## src/rtl/dmac_pkg.sv

```systemverilog
package dmac_pkg;

  localparam logic [2:0] REG_CTRL = 3'd0;
  localparam logic [2:0] REG_PER  = 3'd1;
  localparam logic [2:0] REG_MEM  = 3'd2;
  localparam logic [2:0] REG_CNT  = 3'd3;
  localparam logic [2:0] REG_FLAG = 3'd4;
  localparam logic [2:0] REG_CLR  = 3'd5;

  localparam logic [1:0] SZ_BAD = 2'b11;

  // control word, enable at bit 0
  typedef struct packed {
    logic       m2m;
    logic [1:0] prio;
    logic [1:0] memSz;
    logic [1:0] perSz;
    logic       memInc;
    logic       perInc;
    logic       circ;
    logic       dir;
    logic       teIe;
    logic       htIe;
    logic       tcIe;
    logic       en;
  } ctrlReg_t;

  localparam int CTRL_W = $bits(ctrlReg_t);

  // strobes from control to datapath
  typedef struct packed {
    logic loadPer;
    logic loadMem;
    logic loadCnt;
    logic reload;
    logic capture;
    logic step;
  } strobe_t;

  typedef enum logic [1:0] {ST_IDLE, ST_READ, ST_WRITE} state_t;

  function automatic logic [2:0] sizeBytes(input logic [1:0] sz);
    case (sz)
      2'b00:   return 3'd1;
      2'b01:   return 3'd2;
      2'b10:   return 3'd4;
      default: return 3'd0;
    endcase
  endfunction

endpackage

```

## src/rtl/dmac_dpath.sv

```systemverilog
module dmac_dpath
  import dmac_pkg::*;
#(
  parameter int ADDR_W = 32,
  parameter int DATA_W = 32,
  parameter int CNT_W  = 16
) (
  input  logic              clk,
  input  logic              rstN,
  input  strobe_t           stb,
  input  ctrlReg_t          cfg,
  input  logic [DATA_W-1:0] regWdata,
  input  logic [DATA_W-1:0] busRdata,
  output logic [ADDR_W-1:0] srcAddr,
  output logic [ADDR_W-1:0] dstAddr,
  output logic [1:0]        srcSz,
  output logic [1:0]        dstSz,
  output logic [ADDR_W-1:0] curPer,
  output logic [ADDR_W-1:0] curMem,
  output logic [CNT_W-1:0]  remCnt,
  output logic [CNT_W-1:0]  halfCnt,
  output logic [DATA_W-1:0] wrData
);

  logic [ADDR_W-1:0] progPer, progMem;
  logic [CNT_W-1:0]  progCnt;
  logic [DATA_W-1:0] dataLatch;
  logic [ADDR_W-1:0] perStep, memStep;

  function automatic logic [DATA_W-1:0] laneMask(input logic [1:0] sz);
    case (sz)
      2'b00:   return DATA_W'(8'hFF);
      2'b01:   return DATA_W'(16'hFFFF);
      default: return '1;
    endcase
  endfunction

  assign halfCnt = progCnt >> 1;
  assign srcSz   = cfg.dir ? cfg.memSz : cfg.perSz;
  assign dstSz   = cfg.dir ? cfg.perSz : cfg.memSz;
  assign srcAddr = cfg.dir ? curMem : curPer;
  assign dstAddr = cfg.dir ? curPer : curMem;
  assign perStep = cfg.perInc ? ADDR_W'(sizeBytes(cfg.perSz)) : '0;
  assign memStep = cfg.memInc ? ADDR_W'(sizeBytes(cfg.memSz)) : '0;
  assign wrData  = dataLatch & laneMask(dstSz);

  always_ff @(posedge clk or negedge rstN) begin
    if (!rstN) begin
      progPer <= '0;
      progMem <= '0;
      progCnt <= '0;
    end else begin
      if (stb.loadPer) progPer <= regWdata[ADDR_W-1:0];
      if (stb.loadMem) progMem <= regWdata[ADDR_W-1:0];
      if (stb.loadCnt) progCnt <= regWdata[CNT_W-1:0];
    end
  end

  always_ff @(posedge clk or negedge rstN) begin
    if (!rstN) begin
      curPer <= '0;
      curMem <= '0;
      remCnt <= '0;
    end else if (stb.reload) begin
      curPer <= progPer;
      curMem <= progMem;
      remCnt <= progCnt;
    end else if (stb.step) begin
      curPer <= curPer + perStep;
      curMem <= curMem + memStep;
      remCnt <= remCnt - CNT_W'(1);
    end
  end

  always_ff @(posedge clk or negedge rstN) begin
    if (!rstN) dataLatch <= '0;
    else if (stb.capture) dataLatch <= busRdata & laneMask(srcSz);
  end

  p_fixed_per_r5: assert property (@(posedge clk) disable iff (!rstN)
    stb.step && !stb.reload && !cfg.perInc |=> $stable(curPer));
  p_fixed_mem_r5: assert property (@(posedge clk) disable iff (!rstN)
    stb.step && !stb.reload && !cfg.memInc |=> $stable(curMem));
  p_cnt_dec_r6: assert property (@(posedge clk) disable iff (!rstN)
    stb.step && !stb.reload |=> remCnt == CNT_W'($past(remCnt) - CNT_W'(1)));

endmodule

```

## src/rtl/dmac_ctrl.sv

```systemverilog
module dmac_ctrl
  import dmac_pkg::*;
#(
  parameter int CNT_W = 16
) (
  input  logic              clk,
  input  logic              rstN,
  input  logic              regWr,
  input  logic [2:0]        regAddr,
  input  logic [CTRL_W-1:0] regWbits,
  input  logic              perReq,
  input  logic              busAck,
  input  logic              busErr,
  input  logic [CNT_W-1:0]  remCnt,
  input  logic [CNT_W-1:0]  halfCnt,
  output ctrlReg_t          cfg,
  output strobe_t           stb,
  output logic [2:0]        flags,
  output logic              busReq,
  output logic              busWe,
  output logic              irq
);

  state_t   state, stateNxt;
  ctrlReg_t newCfg;
  logic wrCtrl, wrClr, badSize, startOk, go, reqPend;
  logic errAck, doneItem, lastItem, readOk;
  logic setTc, setHt, setTe;
  logic [2:0] clrBits;

  assign newCfg   = ctrlReg_t'(regWbits);
  assign wrCtrl   = regWr && (regAddr == REG_CTRL);
  assign wrClr    = regWr && (regAddr == REG_CLR);
  assign clrBits  = wrClr ? regWbits[2:0] : 3'b000;
  assign badSize  = (newCfg.perSz == SZ_BAD) || (newCfg.memSz == SZ_BAD);
  assign startOk  = wrCtrl && newCfg.en && !cfg.en && !flags[2] && !badSize;

  assign busReq   = (state != ST_IDLE);
  assign busWe    = (state == ST_WRITE);
  assign errAck   = busReq && busAck && busErr;
  assign readOk   = (state == ST_READ) && busAck && !busErr;
  assign doneItem = (state == ST_WRITE) && busAck && !busErr;
  assign lastItem = doneItem && (remCnt == CNT_W'(1));
  assign go       = cfg.en && (remCnt != '0) && (cfg.m2m || reqPend);

  assign setTc = lastItem;
  assign setHt = doneItem && (CNT_W'(remCnt - CNT_W'(1)) == halfCnt);
  assign setTe = errAck || (wrCtrl && newCfg.en && !flags[2] && badSize);

  always_comb begin
    stb         = '0;
    stb.loadPer = regWr && (regAddr == REG_PER);
    stb.loadMem = regWr && (regAddr == REG_MEM);
    stb.loadCnt = regWr && (regAddr == REG_CNT);
    stb.reload  = startOk || (lastItem && cfg.circ);
    stb.capture = readOk;
    stb.step    = doneItem;
  end

  always_comb begin
    stateNxt = state;
    case (state)
      ST_IDLE:  if (go) stateNxt = ST_READ;
      ST_READ:  if (busAck) stateNxt = (busErr || !cfg.en) ? ST_IDLE : ST_WRITE;
      ST_WRITE: if (busAck) stateNxt = ST_IDLE;
      default:  stateNxt = ST_IDLE;
    endcase
  end

  always_ff @(posedge clk or negedge rstN) begin
    if (!rstN) state <= ST_IDLE;
    else       state <= stateNxt;
  end

  always_ff @(posedge clk or negedge rstN) begin
    if (!rstN) reqPend <= 1'b0;
    else if (!cfg.en || (state == ST_IDLE && go)) reqPend <= 1'b0;
    else if (perReq) reqPend <= 1'b1;
  end

  always_ff @(posedge clk or negedge rstN) begin
    if (!rstN) begin
      cfg <= '0;
    end else begin
      if (wrCtrl) begin
        cfg    <= newCfg;
        cfg.en <= newCfg.en && (cfg.en || startOk);
      end
      if (errAck || (lastItem && !cfg.circ)) cfg.en <= 1'b0;
    end
  end

  always_ff @(posedge clk or negedge rstN) begin
    if (!rstN) flags <= '0;
    else       flags <= (flags & ~clrBits) | {setTe, setHt, setTc};
  end

  assign irq = |(flags & {cfg.teIe, cfg.htIe, cfg.tcIe});

  p_req_hold_r8: assert property (@(posedge clk) disable iff (!rstN)
    busReq && !busAck |=> busReq && $stable(busWe));
  p_err_stop_r9: assert property (@(posedge clk) disable iff (!rstN)
    errAck |=> !cfg.en && flags[2] && !busReq);
  p_te_lock_r10: assert property (@(posedge clk) disable iff (!rstN)
    flags[2] && !clrBits[2] |=> !cfg.en);
  p_done_off_r6: assert property (@(posedge clk) disable iff (!rstN)
    lastItem && !cfg.circ |=> !cfg.en && flags[0]);
  p_circ_keep_r7: assert property (@(posedge clk) disable iff (!rstN)
    lastItem && cfg.circ && cfg.en && !wrCtrl |=> cfg.en && flags[0]);
  p_bad_size_r11: assert property (@(posedge clk) disable iff (!rstN)
    wrCtrl && newCfg.en && badSize && !cfg.en && !busReq |=> !cfg.en && flags[2] && !busReq);

endmodule

```

## src/rtl/dma_chan_top.sv

```systemverilog
module dma_chan_top
  import dmac_pkg::*;
#(
  parameter int ADDR_W = 32,
  parameter int DATA_W = 32,
  parameter int CNT_W  = 16
) (
  input  logic              clk,
  input  logic              rstN,
  input  logic              regWr,
  input  logic [2:0]        regAddr,
  input  logic [DATA_W-1:0] regWdata,
  output logic [DATA_W-1:0] regRdata,
  input  logic              perReq,
  output logic              busReq,
  output logic              busWe,
  output logic [ADDR_W-1:0] busAddr,
  output logic [1:0]        busSize,
  output logic [DATA_W-1:0] busWdata,
  input  logic [DATA_W-1:0] busRdata,
  input  logic              busAck,
  input  logic              busErr,
  output logic              irq,
  output logic [1:0]        prio
);

  ctrlReg_t cfg;
  strobe_t  stb;
  logic [2:0]        flags;
  logic [CNT_W-1:0]  remCnt, halfCnt;
  logic [ADDR_W-1:0] srcAddr, dstAddr, curPer, curMem;
  logic [1:0]        srcSz, dstSz;

  dmac_ctrl #(.CNT_W(CNT_W)) u_ctrl (
    .clk(clk), .rstN(rstN), .regWr(regWr), .regAddr(regAddr),
    .regWbits(regWdata[CTRL_W-1:0]), .perReq(perReq),
    .busAck(busAck), .busErr(busErr), .remCnt(remCnt), .halfCnt(halfCnt),
    .cfg(cfg), .stb(stb), .flags(flags), .busReq(busReq), .busWe(busWe),
    .irq(irq)
  );

  dmac_dpath #(.ADDR_W(ADDR_W), .DATA_W(DATA_W), .CNT_W(CNT_W)) u_dpath (
    .clk(clk), .rstN(rstN), .stb(stb), .cfg(cfg), .regWdata(regWdata),
    .busRdata(busRdata), .srcAddr(srcAddr), .dstAddr(dstAddr),
    .srcSz(srcSz), .dstSz(dstSz), .curPer(curPer), .curMem(curMem),
    .remCnt(remCnt), .halfCnt(halfCnt), .wrData(busWdata)
  );

  assign busAddr = busWe ? dstAddr : srcAddr;
  assign busSize = busWe ? dstSz : srcSz;
  assign prio    = cfg.prio;

  always_comb begin
    case (regAddr)
      REG_CTRL: regRdata = DATA_W'(cfg);
      REG_PER:  regRdata = DATA_W'(curPer);
      REG_MEM:  regRdata = DATA_W'(curMem);
      REG_CNT:  regRdata = DATA_W'(remCnt);
      REG_FLAG: regRdata = DATA_W'(flags);
      default:  regRdata = '0;
    endcase
  end

  p_addr_stable_r8: assert property (@(posedge clk) disable iff (!rstN)
    busReq && !busAck |=> $stable(busAddr) && $stable(busSize));

endmodule

```

## config.mk

```make
export PLATFORM = sky130hd
export DESIGN_NAME = dma_chan_top
export DESIGN_NICKNAME = d
export VERILOG_FILES = /design/src/rtl/dmac_pkg.sv /design/src/rtl/dmac_dpath.sv /design/src/rtl/dmac_ctrl.sv /design/src/rtl/dma_chan_top.sv
export SDC_FILE = /design/constraint.sdc
export NUM_CORES = 1
export LEC_CHECK = 0
export BUFFER_PORTS_ARGS = -buffer_cell sky130_fd_sc_hd__buf_2
export CORE_AREA = 3 3 186 152
export CTS_BUF_LIST = sky130_fd_sc_hd__clkbuf_16
export DETAILED_ROUTE_END_ITERATION = 8
export DIE_AREA = 0 0 189 155
export PLACE_DENSITY = 0.7
export SLEW_MARGIN = 0
export SYNTH_ARGS = -nofsm -noshare
export SYNTH_HDL_FRONTEND = slang
export SYNTH_SLANG_ARGS = --single-unit
```

## constraint.sdc

```tcl
create_clock -name clk -period 2.61 [get_ports clk]
set_input_delay 0.522 -clock clk [delete_from_list [all_inputs] [get_ports clk]]
set_output_delay 0.522 -clock clk [all_outputs]
set_load 0.01 [all_outputs]
```

==> results of run 1 <==
-- per-layer routing --
metal / up-vias / GRT usage / wire length [um]
li1: 4249 / - / -
met1: 4785 / 0.3567 / 16870
met2: 464 / 0.3745 / 16280
met3: 65 / 0.06308 / 3267
met4: 4 / 0.06523 / 1000
met5: - / 0 / 34
-- flip-flops by register name (all words and copies together), names as in the netlist --
register           count
u_ctrl.cfg            15
u_ctrl.flags           3
u_ctrl.reqPend         1
u_ctrl.state           2
u_dpath.curMem        32
u_dpath.curPer        32
u_dpath.dataLatch     32
u_dpath.progCnt       16
u_dpath.progMem       32
u_dpath.progPer       32
u_dpath.remCnt        16
-- path summary, 6_finish.rpt --
kind                                      start  slack [ps]                     to  cells after the start
min in group clk                   busRdata[13]         210  u_dpath.dataLatch[13]                      2
min                                        rstN         -40     u_dpath.progPer[1]                      1
max reg2reg                       u_ctrl.cfg[9]          20     u_dpath.curPer[24]                      9
min reg2reg                u_dpath.dataLatch[9]         500   u_dpath.dataLatch[9]                      1
max                             u_ctrl.state[0]           1            busAddr[12]                      7
max in group asynchronous                  rstN        1900          u_ctrl.cfg[4]                      2
-- worst max-delay path, cell delays in order, from the launching register on --
cell	delay (ps)
dfrtp_1	390
nand2b_4	170
inv_6	70
xnor2_4	120
buf_12	180
buf_12	140
mux2_2	340
buf_2	160
-- report_power, final --
group / switching [W] / total, W / internal, W
registers: 0.00109 / 0.00538 / 0.00429
clock network: 0.00144 / 0.00346 / 0.00203
logic: 0.00246 / 0.00540 / 0.00294
-- cell families (layout without fill, tap and decap cells) --
family / after synthesis / count (layout) / share of synthesized area
fa+ha+maj: 11 / 11 / 0.01287
mux: 196 / 196 / 0.2032
compound gates: 170 / 170 / 0.1044
flops: 213 / 213 / 0.4494
xor+xnor: 83 / 83 / 0.06129
simple gates: 267 / 267 / 0.1243
buf+inv: 110 / 341 / 0.04452
-- what timing repair did --
item / in CTS / in global routing
gates resized for setup: 18 / 73
pin swaps: 1 / 3
endpoints found under the setup margin: 51 / 81
setup buffers: 4 / 1
gates cloned: 2 / 2
-- cell type report --
type / count / area (um2)
Clock inverter: 18 / 207.7
Timing Repair Buffer: 276 / 2090
Fill cell: 2212 / 11310
Clock buffer: 23 / 575.6
Tap cell: 357 / 446.7
Multi-Input combinational cell: 727 / 6266
Sequential cell: 213 / 5331
Inverter: 24 / 95.09
-- cell usage in the layout (no fill, tap or decap), types with 5 or more instances in the layout --
cell type | netlist | layout
dfrtp_1 | 213 | 212
buf_2 | 2 | 148
mux2_2 | 132 | 105
mux2_4 | 56 | 83
buf_4 | 10 | 79
nand2_1 | 57 | 56
a22o_1 | 52 | 52
xor2_1 | 50 | 50
xnor2_1 | 33 | 32
a21oi_1 | 30 | 30
nor2_1 | 30 | 29
buf_6 | 10 | 28
o21ai_0 | 28 | 25
clkbuf_16 | 0 | 25
inv_1 | 23 | 24
nand3_1 | 21 | 21
nor3_1 | 23 | 21
nor4_1 | 23 | 18
nand4_1 | 17 | 17
nor2b_1 | 19 | 17
buf_12 | 0 | 16
a221o_1 | 14 | 14
or3_1 | 16 | 14
a31oi_1 | 14 | 14
and2_1 | 11 | 10
a21oi_2 | 9 | 9
ha_1 | 9 | 9
and3_1 | 7 | 7
and4_1 | 6 | 6
nand3b_1 | 5 | 5
nor3b_1 | 8 | 5
inv_6 | 0 | 5
or4_1 | 8 | 5
nor4_2 | 0 | 5
-- through the flow --
stage | util | instances | instance area, um2
floorplan | - | 1050 | 11870
global placement | 0.5192 | 1589 | 13670
detailed placement | 0.5192 | 1589 | 13670
CTS | 0.5550 | 1635 | 14610
global route | 0.5702 | 1638 | 15010
finish | 0.5702 | 1638 | 15010
==> summary.txt, run 1 <==
Yosys
  • Ys async rst share: 1.000
  • Yosys reg bits: 213
  • Mean Syn Cell Area: 11.30 um2
  • Synth top area cells: dfrtp_1, mux2_2, mux2_4
  • Synth cell types: 59
  • Syn_nets: 1134
  • Ys flop type: dfrtp_1
  • Area leader, netlist: dfrtp_1
  • Synth top cells by count: dfrtp_1, mux2_2, nand2_1
  • Count leader, synth: dfrtp_1
  • EDFF count, synth: 0
  • YS warnings: 0
  • Area share of the largest cell type after synthesis: 0.4494
  • Post-synthesis sequential area ratio: 0.4494
  • Post-synthesis cell count: 1050
  • Cell area after synthesis: 11860 um2

Clock network
  • H-tree level count: 1
  • CTS tree: yes
  • Clk sinks: 213
  • Clk root buf: clkbuf_16
  • CTS Buf Count: 23
  • Skew-Pair Late Insertion Delay: 520 ps
  • CTS Hold Buffers Added: 0
  • Clock Tree Buf Depth: 3
  • Clock transition at the registers of the reported paths: 70 ps

Timing
  • Final Setup Violations: 0
  • Worst-Margin Slew: 633.8 ps
  • Tcrit/Tclk final: 0.9995
  • Skew final: 17.21 ps
  • Final Hold Fails: 13
  • F_max: 0.3833 GHz
  • Hold WS: -36.54 ps
  • Post-route minimum period: 2609 ps
  • Setup TNS: 0 ps
  • Post-route setup slack: 1.281 ps
  • Slew Limit Fails: 0
  • Worst slew margin: 0.5715
  • RSZ-0062 raised after global routing: true

Route
  • DRT Pass-1 Iters: 5
  • Routed WL: 37.45 mm
  • Number of routed nets with antenna violations: 0
  • Vias per Instance: 5.841
  • Via Count: 9567
  • WL/cell: 22.86 um
  • DR iter-0 viols: 724
  • Drt drc: 0

Worst hold path
  • Hold WC Path Type: in -> async

Critical path
  • Worst setup SP type: register
  • CP Max Fanout: 6
  • WS Path Type: reg -> out
  • CP arrival: 2090 ps
  • Type of destination of the critical path: output port
  • WP data required: 2090 ps

Final layout
  • Nets: 1349
  • Area Overhead vs Synth: 26.57%
  • # diodes: 0
  • Layout cells sized above 1: 0.4270

Floorplanning
  • Io pins: 176
  • DIE AREA: 29300 um2
  • Die Wd: 189 um
  • FP Rows: 53
  • Initial Utilization: 0.4505
  • Die Ht: 155 um
  • Std-Cell Core Area: 26330 um2

Run
  • Max-cap violations: 0

GRT
  • Initial antenna violation count: 2
  • Gr ovfl total: 0
  • First-pass GRT wire length: 56.92 mm
  • Vias in the first global route: 9484
  • All-layer global routing usage: 0.2480
  • Largest net degree at the start of global routing: 74

Place
  • Final HPWL DP: 26.59 mm
  • PortBufs: 175
  • Gpl congestion: 0.9665
  • Setup WS pre-CTS: -51.82 ps

Pwr
  • PD cells: 949.0 nW/um2
  • Peak supply drop: 659.6 uV
  • Power, Total: 0.01425 W
  • Pleak: 7.156 nW

Run status
  • Failing checks: hold timing
  • Status: complete, but fails checks
Note: power is estimated with default switching activity, not from simulation.
==> run 2: changes to the inputs <==
--- a/config.mk
+++ b/config.mk
@@ -5,12 +5,12 @@
 export SDC_FILE = /design/constraint.sdc
 export NUM_CORES = 1
 export LEC_CHECK = 0
-export BUFFER_PORTS_ARGS = -buffer_cell sky130_fd_sc_hd__buf_2
 export CORE_AREA = 3 3 186 152
 export CTS_BUF_LIST = sky130_fd_sc_hd__clkbuf_16
 export DETAILED_ROUTE_END_ITERATION = 8
 export DIE_AREA = 0 0 189 155
-export PLACE_DENSITY = 0.7
+export DONT_BUFFER_PORTS = 1
+export PLACE_DENSITY = 0.64
 export SLEW_MARGIN = 0
 export SYNTH_ARGS = -nofsm -noshare
 export SYNTH_HDL_FRONTEND = slang
==> summary.txt, run 2 (synthesis results as in run 1) <==
Run status
  • Status: complete, but fails checks
  • Failing checks: hold timing

Critical path
  • CP arrival: 2980 ps (+890 ps)
  • Crit path max-delay family: simple AND/OR/NAND/NOR gates
  • R2R Setup Slk: 40 ps (+20 ps)
  • Launching point of the worst reg2reg path: u_dpath.remCnt[13]
  • FF-to-FF End: u_dpath.remCnt[12]
  • WP data required: 3020 ps (+930 ps)
  • Buf+Inv Stages, Crit Path: 1 (-3)
  • Critical Path Max Stage Delay: 530 ps (+140 ps)
  • Most used cell, CP: or4_4
  • Worst path cell trace: or4_4 > or3_4 > or4_4 > and2_4 > buf_4 > mux2_4
  • Worst reg2reg path depth: 6 (-3)
  • CP Max Fanout: 9 (+3)
  • WS Path Type: reg -> reg
  • Slowest CP cell: or4_4
  • Type of destination of the critical path: register
  • Worst setup SP type: register

Final layout
  • Final Cell Area: 13790 um2 (-8.1%)
  • Layout cells sized above 1: 0.3260 (-0.1010)
  • Nets: 1166 (-14%)
  • # diodes: 0 (unchanged)
  • Area Overhead vs Synth: 16.29%
  • Most frequent cells in the layout: dfrtp_1, mux2_2, mux2_4
  • Most common cell after layout, fill and taps aside: dfrtp_1
  • Cell Count, Final, Fillers Out: 1455 (-11%)

Route
  • DRT Pass-1 Iters: 5 (unchanged)
  • Detail Route met3 WL: 3.650 mm (+12%)
  • Number of routed nets with antenna violations: 0 (unchanged)
  • Vias per Instance: 5.994 (+2.6%)
  • Metal2 WL: 15.12 mm (-7.1%)
  • Wire length on met1: 16.25 mm (-3.6%)
  • Routed WL: 35.71 mm (-4.7%)
  • Via Count: 8721 (-8.8%)
  • Drt drc: 0 (unchanged)
  • Top sig layer: met5
  • DR iter-0 viols: 765 (+5.7%)
  • WL/cell: 24.54 um (+7.3%)

GRT
  • Largest net degree at the start of global routing: 214 (+190%)
  • First-pass GRT wire length: 54.42 mm (-4.4%)
  • All-layer global routing usage: 0.2372 (-0.01081)
  • Gr ovfl total: 0 (unchanged)
  • Initial antenna violation count: 2 (unchanged)
  • Vias in the first global route: 8710 (-8.2%)

Timing
  • Tcrit/Tclk final: 0.9850 (-0.01454)
  • Hold WS: -304.4 ps (-267.9 ps)
  • Post-route minimum period: 2571 ps (-37.95 ps)
  • F_max: 0.3890 GHz (+1.5%)
  • Worst slew margin: 0.5358 (-0.03574)
  • Skew final: 8.911 ps (-8.301 ps)
  • RSZ-0062 raised after global routing: true
  • Worst-Margin Slew: 686.6 ps (+52.86 ps)
  • Final Hold Fails: 213 (+200)
  • Final Setup Violations: 0 (unchanged)
  • Slew Limit Fails: 0 (unchanged)

Clock network
  • H-tree level count: 1 (unchanged)
  • Skew-Pair Late Insertion Delay: 530 ps (about the same)
  • CTS tree: yes
  • CTS Buf Count: 23 (unchanged)
  • Clock transition at the registers of the reported paths: 70 ps (about the same)
  • Clk sinks: 213 (unchanged)
  • Clock Tree Buf Depth: 3 (unchanged)
  • Clk root buf: clkbuf_16

Run
  • Max-cap violations: 0 (unchanged)

Pwr
  • PD cells: 964.0 nW/um2 (+1.6%)
  • Peak supply drop: 555.8 uV (-16%)
  • Pleak: 6.298 nW (-12%)

Place
  • Gpl congestion: 0.9237 (-4.4%)
  • Dpl cells: 1404 (-12%)
  • Final HPWL DP: 24.84 mm (-6.6%)
  • PortBufs: 0 (-100%)
  • Placed inst area: 12570 um2 (-8.0%)

Floorplanning
  • Initial Utilization: 0.4505 (unchanged)
  • FP Rows: 53 (unchanged)
  • DIE AREA: 29300 um2 (unchanged)
  • Io pins: 176 (unchanged)
  • Std-Cell Core Area: 26330 um2 (unchanged)
  • Die Ht: 155 um (unchanged)
  • Die Wd: 189 um (unchanged)

Worst hold path
  • Hold WC Path Type: in -> async
-- run 2: cell types whose count changed in the layout (fill, tap and decap cells not counted), sizes merged --
cell / delta
inv: -2
clkinv: +1
clkinvlp: +1
buf: -184
clkbuf: +1
-- run 2: repair_timing --
item                                    in CTS  in global routing
endpoints found under the hold margin      213                213
endpoints found under the setup margin      44                 68
setup buffers                                5                  1
pin swaps                                    1                  1
gates resized for setup                     46                 28
cloned                                       2                  3
-- run 2: power breakdown --
group	switching, W	internal [W]
logic	0.00211	0.00236
clock network	0.00141	0.00201
registers	0.00111	0.00429
-- run 2: metrics by stage --
step	util	worst slack [ps]	total power, W	setup TNS, ps
after floorplan	-	-78.72	0.008209	-4316
after global placement	0.4775	16.97	0.009391	0
after detailed placement	0.4775	-28.40	0.009480	-28.40
after CTS	0.5166	6.404	0.01321	0
after global routing	0.5239	-2.786	0.01397	-7.043
final	0.5239	39.24	0.01330	0
-- run 2: cell type report --
class                   count  area, um2
clock buffers              23      575.6
clock inverters            18      198.9
fillers                  2297      12530
inverters                  24      90.09
multi-input cells         727       6281
flip-flops and latches    213       5335
well taps                 357      446.7
repair buffers             93      864.6
-- run 2: layer usage --
| metal | up-vias | global-route usage |
|---|---|---|
| met5 | - | 0 |
| li1 | 3877 | - |
| met4 | 2 | 0.04856 |
| met2 | 409 | 0.3421 |
| met1 | 4387 | 0.3530 |
| met3 | 46 | 0.07186 |
-- run 2: worst max-delay path by stage --
| stage | cells past startpoint | to | startpoint | slack, ps |
|---|---|---|---|---|
| 2_1_floorplan | 9 | u_dpath.curMem[12] | u_dpath.remCnt[12] | -80 |
| 3_3_place_gp | 10 | u_dpath.curMem[28] | u_ctrl.cfg[11] | 20 |
| 3_5_place_dp | 9 | u_dpath.curPer[26] | u_ctrl.cfg[6] | -30 |
| 4_1_cts | 9 | u_dpath.curPer[26] | u_ctrl.cfg[9] | 6 |
| 5_1_grt | 6 | u_dpath.remCnt[5] | u_dpath.remCnt[13] | -3 |
| 6_report | 6 | u_dpath.remCnt[12] | u_dpath.remCnt[13] | 40 |
==> run 3: changes to the inputs <==
--- a/config.mk
+++ b/config.mk
@@ -10,7 +10,7 @@
 export DETAILED_ROUTE_END_ITERATION = 8
 export DIE_AREA = 0 0 189 155
 export DONT_BUFFER_PORTS = 1
-export PLACE_DENSITY = 0.64
+export PLACE_DENSITY = 0.67
 export SLEW_MARGIN = 0
 export SYNTH_ARGS = -nofsm -noshare
 export SYNTH_HDL_FRONTEND = slang
==> summary.txt, run 3 (synthesis results as in run 1) <==
Floorplanning
  • DIE AREA: 29300 um2 (unchanged)
  • Io pins: 176 (unchanged)
  • Die Ht: 155 um (unchanged)
  • Initial Utilization: 0.4505 (unchanged)
  • Die Wd: 189 um (unchanged)
  • FP Rows: 53 (unchanged)
  • Std-Cell Core Area: 26330 um2 (unchanged)

Place
  • PortBufs: 0 (unchanged)
  • Setup WS pre-CTS: -70.33 ps (-41.93 ps)
  • Gpl congestion: 0.9254 (+0.18%)
  • Placed inst area: 12490 um2 (-0.63%)
  • Final HPWL DP: 24.40 mm (-1.8%)

Pwr
  • Total net switching power: 0.004569 W (-1.3%)
  • Pint: 0.008220 W (-5.1%)
  • Combinational Power Share: 0.348 (+0.011)
  • Clock power frac: 0.226 (-0.031)
  • PD cells: 940.4 nW/um2 (-2.4%)
  • Sw frac: 0.3572 (+0.008955)
  • Peak supply drop: 454.1 uV (-18%)
  • Reg power frac: 0.426 (+0.020)
  • Pleak: 6.147 nW (-2.4%)

Final layout
  • Final core occ: 0.5166 (-0.007272)
  • Layout cells sized above 1: 0.3182 (-0.007866)
  • Storage cell area: 5333 um2 (about the same)
  • Filler cell count in the final layout: 2318 (+0.91%)
  • Area Overhead vs Synth: 14.67%
  • Most common cell after layout, fill and taps aside: dfrtp_1
  • Multi-input gate area: 6277 um2 (about the same)
  • Final Cell Area: 13600 um2 (-1.4%)
  • Most frequent cells in the layout: dfrtp_1, mux2_2, mux2_4
  • Nets: 1150 (-1.4%)

Critical path
  • Worst reg2reg path depth: 6 (unchanged)
  • CP arrival: 2120 ps (-860 ps)
  • Type of destination of the critical path: output port
  • WP data required: 2090 ps (-930 ps)
  • CP Max Fanout: 5 (-4)
  • CP Launch Point: u_ctrl.state[0]
  • Launching point of the worst reg2reg path: u_dpath.remCnt[13]
  • WS Path Type: reg -> out
  • Worst setup SP type: register

Timing
  • RSZ-0062 raised after global routing: true
  • F_max: 0.3791 GHz (-2.5%)
  • Tcrit/Tclk final: 1.011 (+0.02560)
  • Final Hold Fails: 213 (unchanged)
  • Final Setup Violations: 1 (+1)
  • Skew final: 14.39 ps (+5.482 ps)
  • Slew Limit Fails: 0 (unchanged)
  • Worst-Margin Slew: 650.9 ps (-35.77 ps)
  • Post-route minimum period: 2638 ps (+66.81 ps)
  • Hold WS: -291.8 ps (+12.56 ps)
  • Worst slew margin: 0.5621 (+0.02630)
  • Post-route setup slack: -27.58 ps (-66.81 ps)

Clock network
  • Skew-Pair Late Insertion Delay: 520 ps (about the same)
  • CTS Buf Count: 23 (unchanged)
  • Clock transition at the registers of the reported paths: 60 ps (about the same)
  • Clk root buf: clkbuf_16
  • Clk sinks: 213 (unchanged)
  • H-tree level count: 1 (unchanged)
  • Clock Tree Buf Depth: 3 (unchanged)
  • CTS tree: yes

Run status
  • Failing checks: hold timing, setup timing
  • Status: complete, but fails checks

GRT
  • First-pass GRT wire length: 53.65 mm (-1.4%)
  • Largest net degree at the start of global routing: 214 (unchanged)
  • Gr ovfl total: 0 (unchanged)
  • All-layer global routing usage: 0.2347 (-0.002469)
  • Initial antenna violation count: 2 (unchanged)
  • Vias in the first global route: 8738 (+0.32%)

Route
  • Vias per Instance: 6.135 (+2.4%)
  • Via Count: 8810 (+1.0%)
  • Drt drc: 0 (unchanged)
  • DR iter-0 viols: 916 (+20%)
  • Number of routed nets with antenna violations: 0 (unchanged)
  • DRT Pass-1 Iters: 6 (+1)
  • WL/cell: 24.82 um (+1.2%)
  • Routed WL: 35.65 mm (-0.16%)

Run
  • Max-cap violations: 0 (unchanged)

Worst hold path
  • Hold WC Path Type: in -> async
==> run 3: cell types whose count changed in the layout (fill, tap and decap cells not counted), sizes merged <==
| cell | before | now |
|---|---|---|
| buf | 90 | 74 |
| bufinv | 4 | 0 |
| clkinv | 8 | 9 |
| clkinvlp | 2 | 0 |
| diode | 0 | 1 |
| inv | 28 | 29 |
==> run 3: path summary, 6_finish.rpt <==
kind,end,slack (ps)
min in group clk,u_ctrl.state[1],120
max,busAddr[12],-30
min,u_dpath.progCnt[0],-290
min reg2reg,u_dpath.curPer[1],490
max reg2reg,u_dpath.curPer[19],40
max in group asynchronous,u_ctrl.cfg[4],2340
==> run 3: metal layers <==
| metal | part of all wire | GRT usage |
|---|---|---|
| met5 | 0 | 0 |
| met4 | 0.037 | 0.08437 |
| met3 | 0.10 | 0.06668 |
| met2 | 0.44 | 0.3457 |
| met1 | 0.42 | 0.3311 |
==> run 3: stage by stage <==
step	TNS (ps)	total power, W	instances
finish	-27.58	0.01279	1436
global route	-1008	0.01347	1436
CTS	-87.71	0.01270	1432
detailed placement	-150.2	0.009417	1387
global placement	-7.927	0.009332	1387
floorplan	-4316	0.008209	1050
==> run 3: area by class of cell <==
| type | instances | share of cell area |
|---|---|---|
| diodes | 1 | 0.0001840 |
| well taps | 357 | 0.03284 |
| inverters | 24 | 0.006808 |
| flip-flops and latches | 213 | 0.3921 |
| clock buffers | 23 | 0.04232 |
| clock inverters | 14 | 0.004692 |
| multi-input cells | 727 | 0.4615 |
| repair buffers | 77 | 0.05952 |
==> run 3: repair_timing <==
item	in CTS	in global routing
buffers inserted	5	1
resized for setup	41	29
pin swaps	1	2
gates cloned	3	3
setup endpoints to repair	41	73
endpoints found under the hold margin	213	213
==> run 3: worst max-delay path, stage by stage (launching register included) <==
cell       delay [ps]
dfrtp_2           400
nand2b_4          150
inv_4              60
buf_8             120
xnor2_4           130
buf_12            170
clkbuf_16         160
mux2_2            380
==> run 3: power by group through the flow <==
| stage | clock network (W) | logic (W) | registers (W) |
|---|---|---|---|
| finish | 0.00289 | 0.00445 | 0.00545 |
| global route | 0.00311 | 0.00478 | 0.00558 |
| CTS | 0.00297 | 0.00433 | 0.00539 |
| detailed placement | 0 | 0.00400 | 0.00542 |
| global placement | 0 | 0.00392 | 0.00541 |
| floorplan | 0 | 0.00326 | 0.00495 |
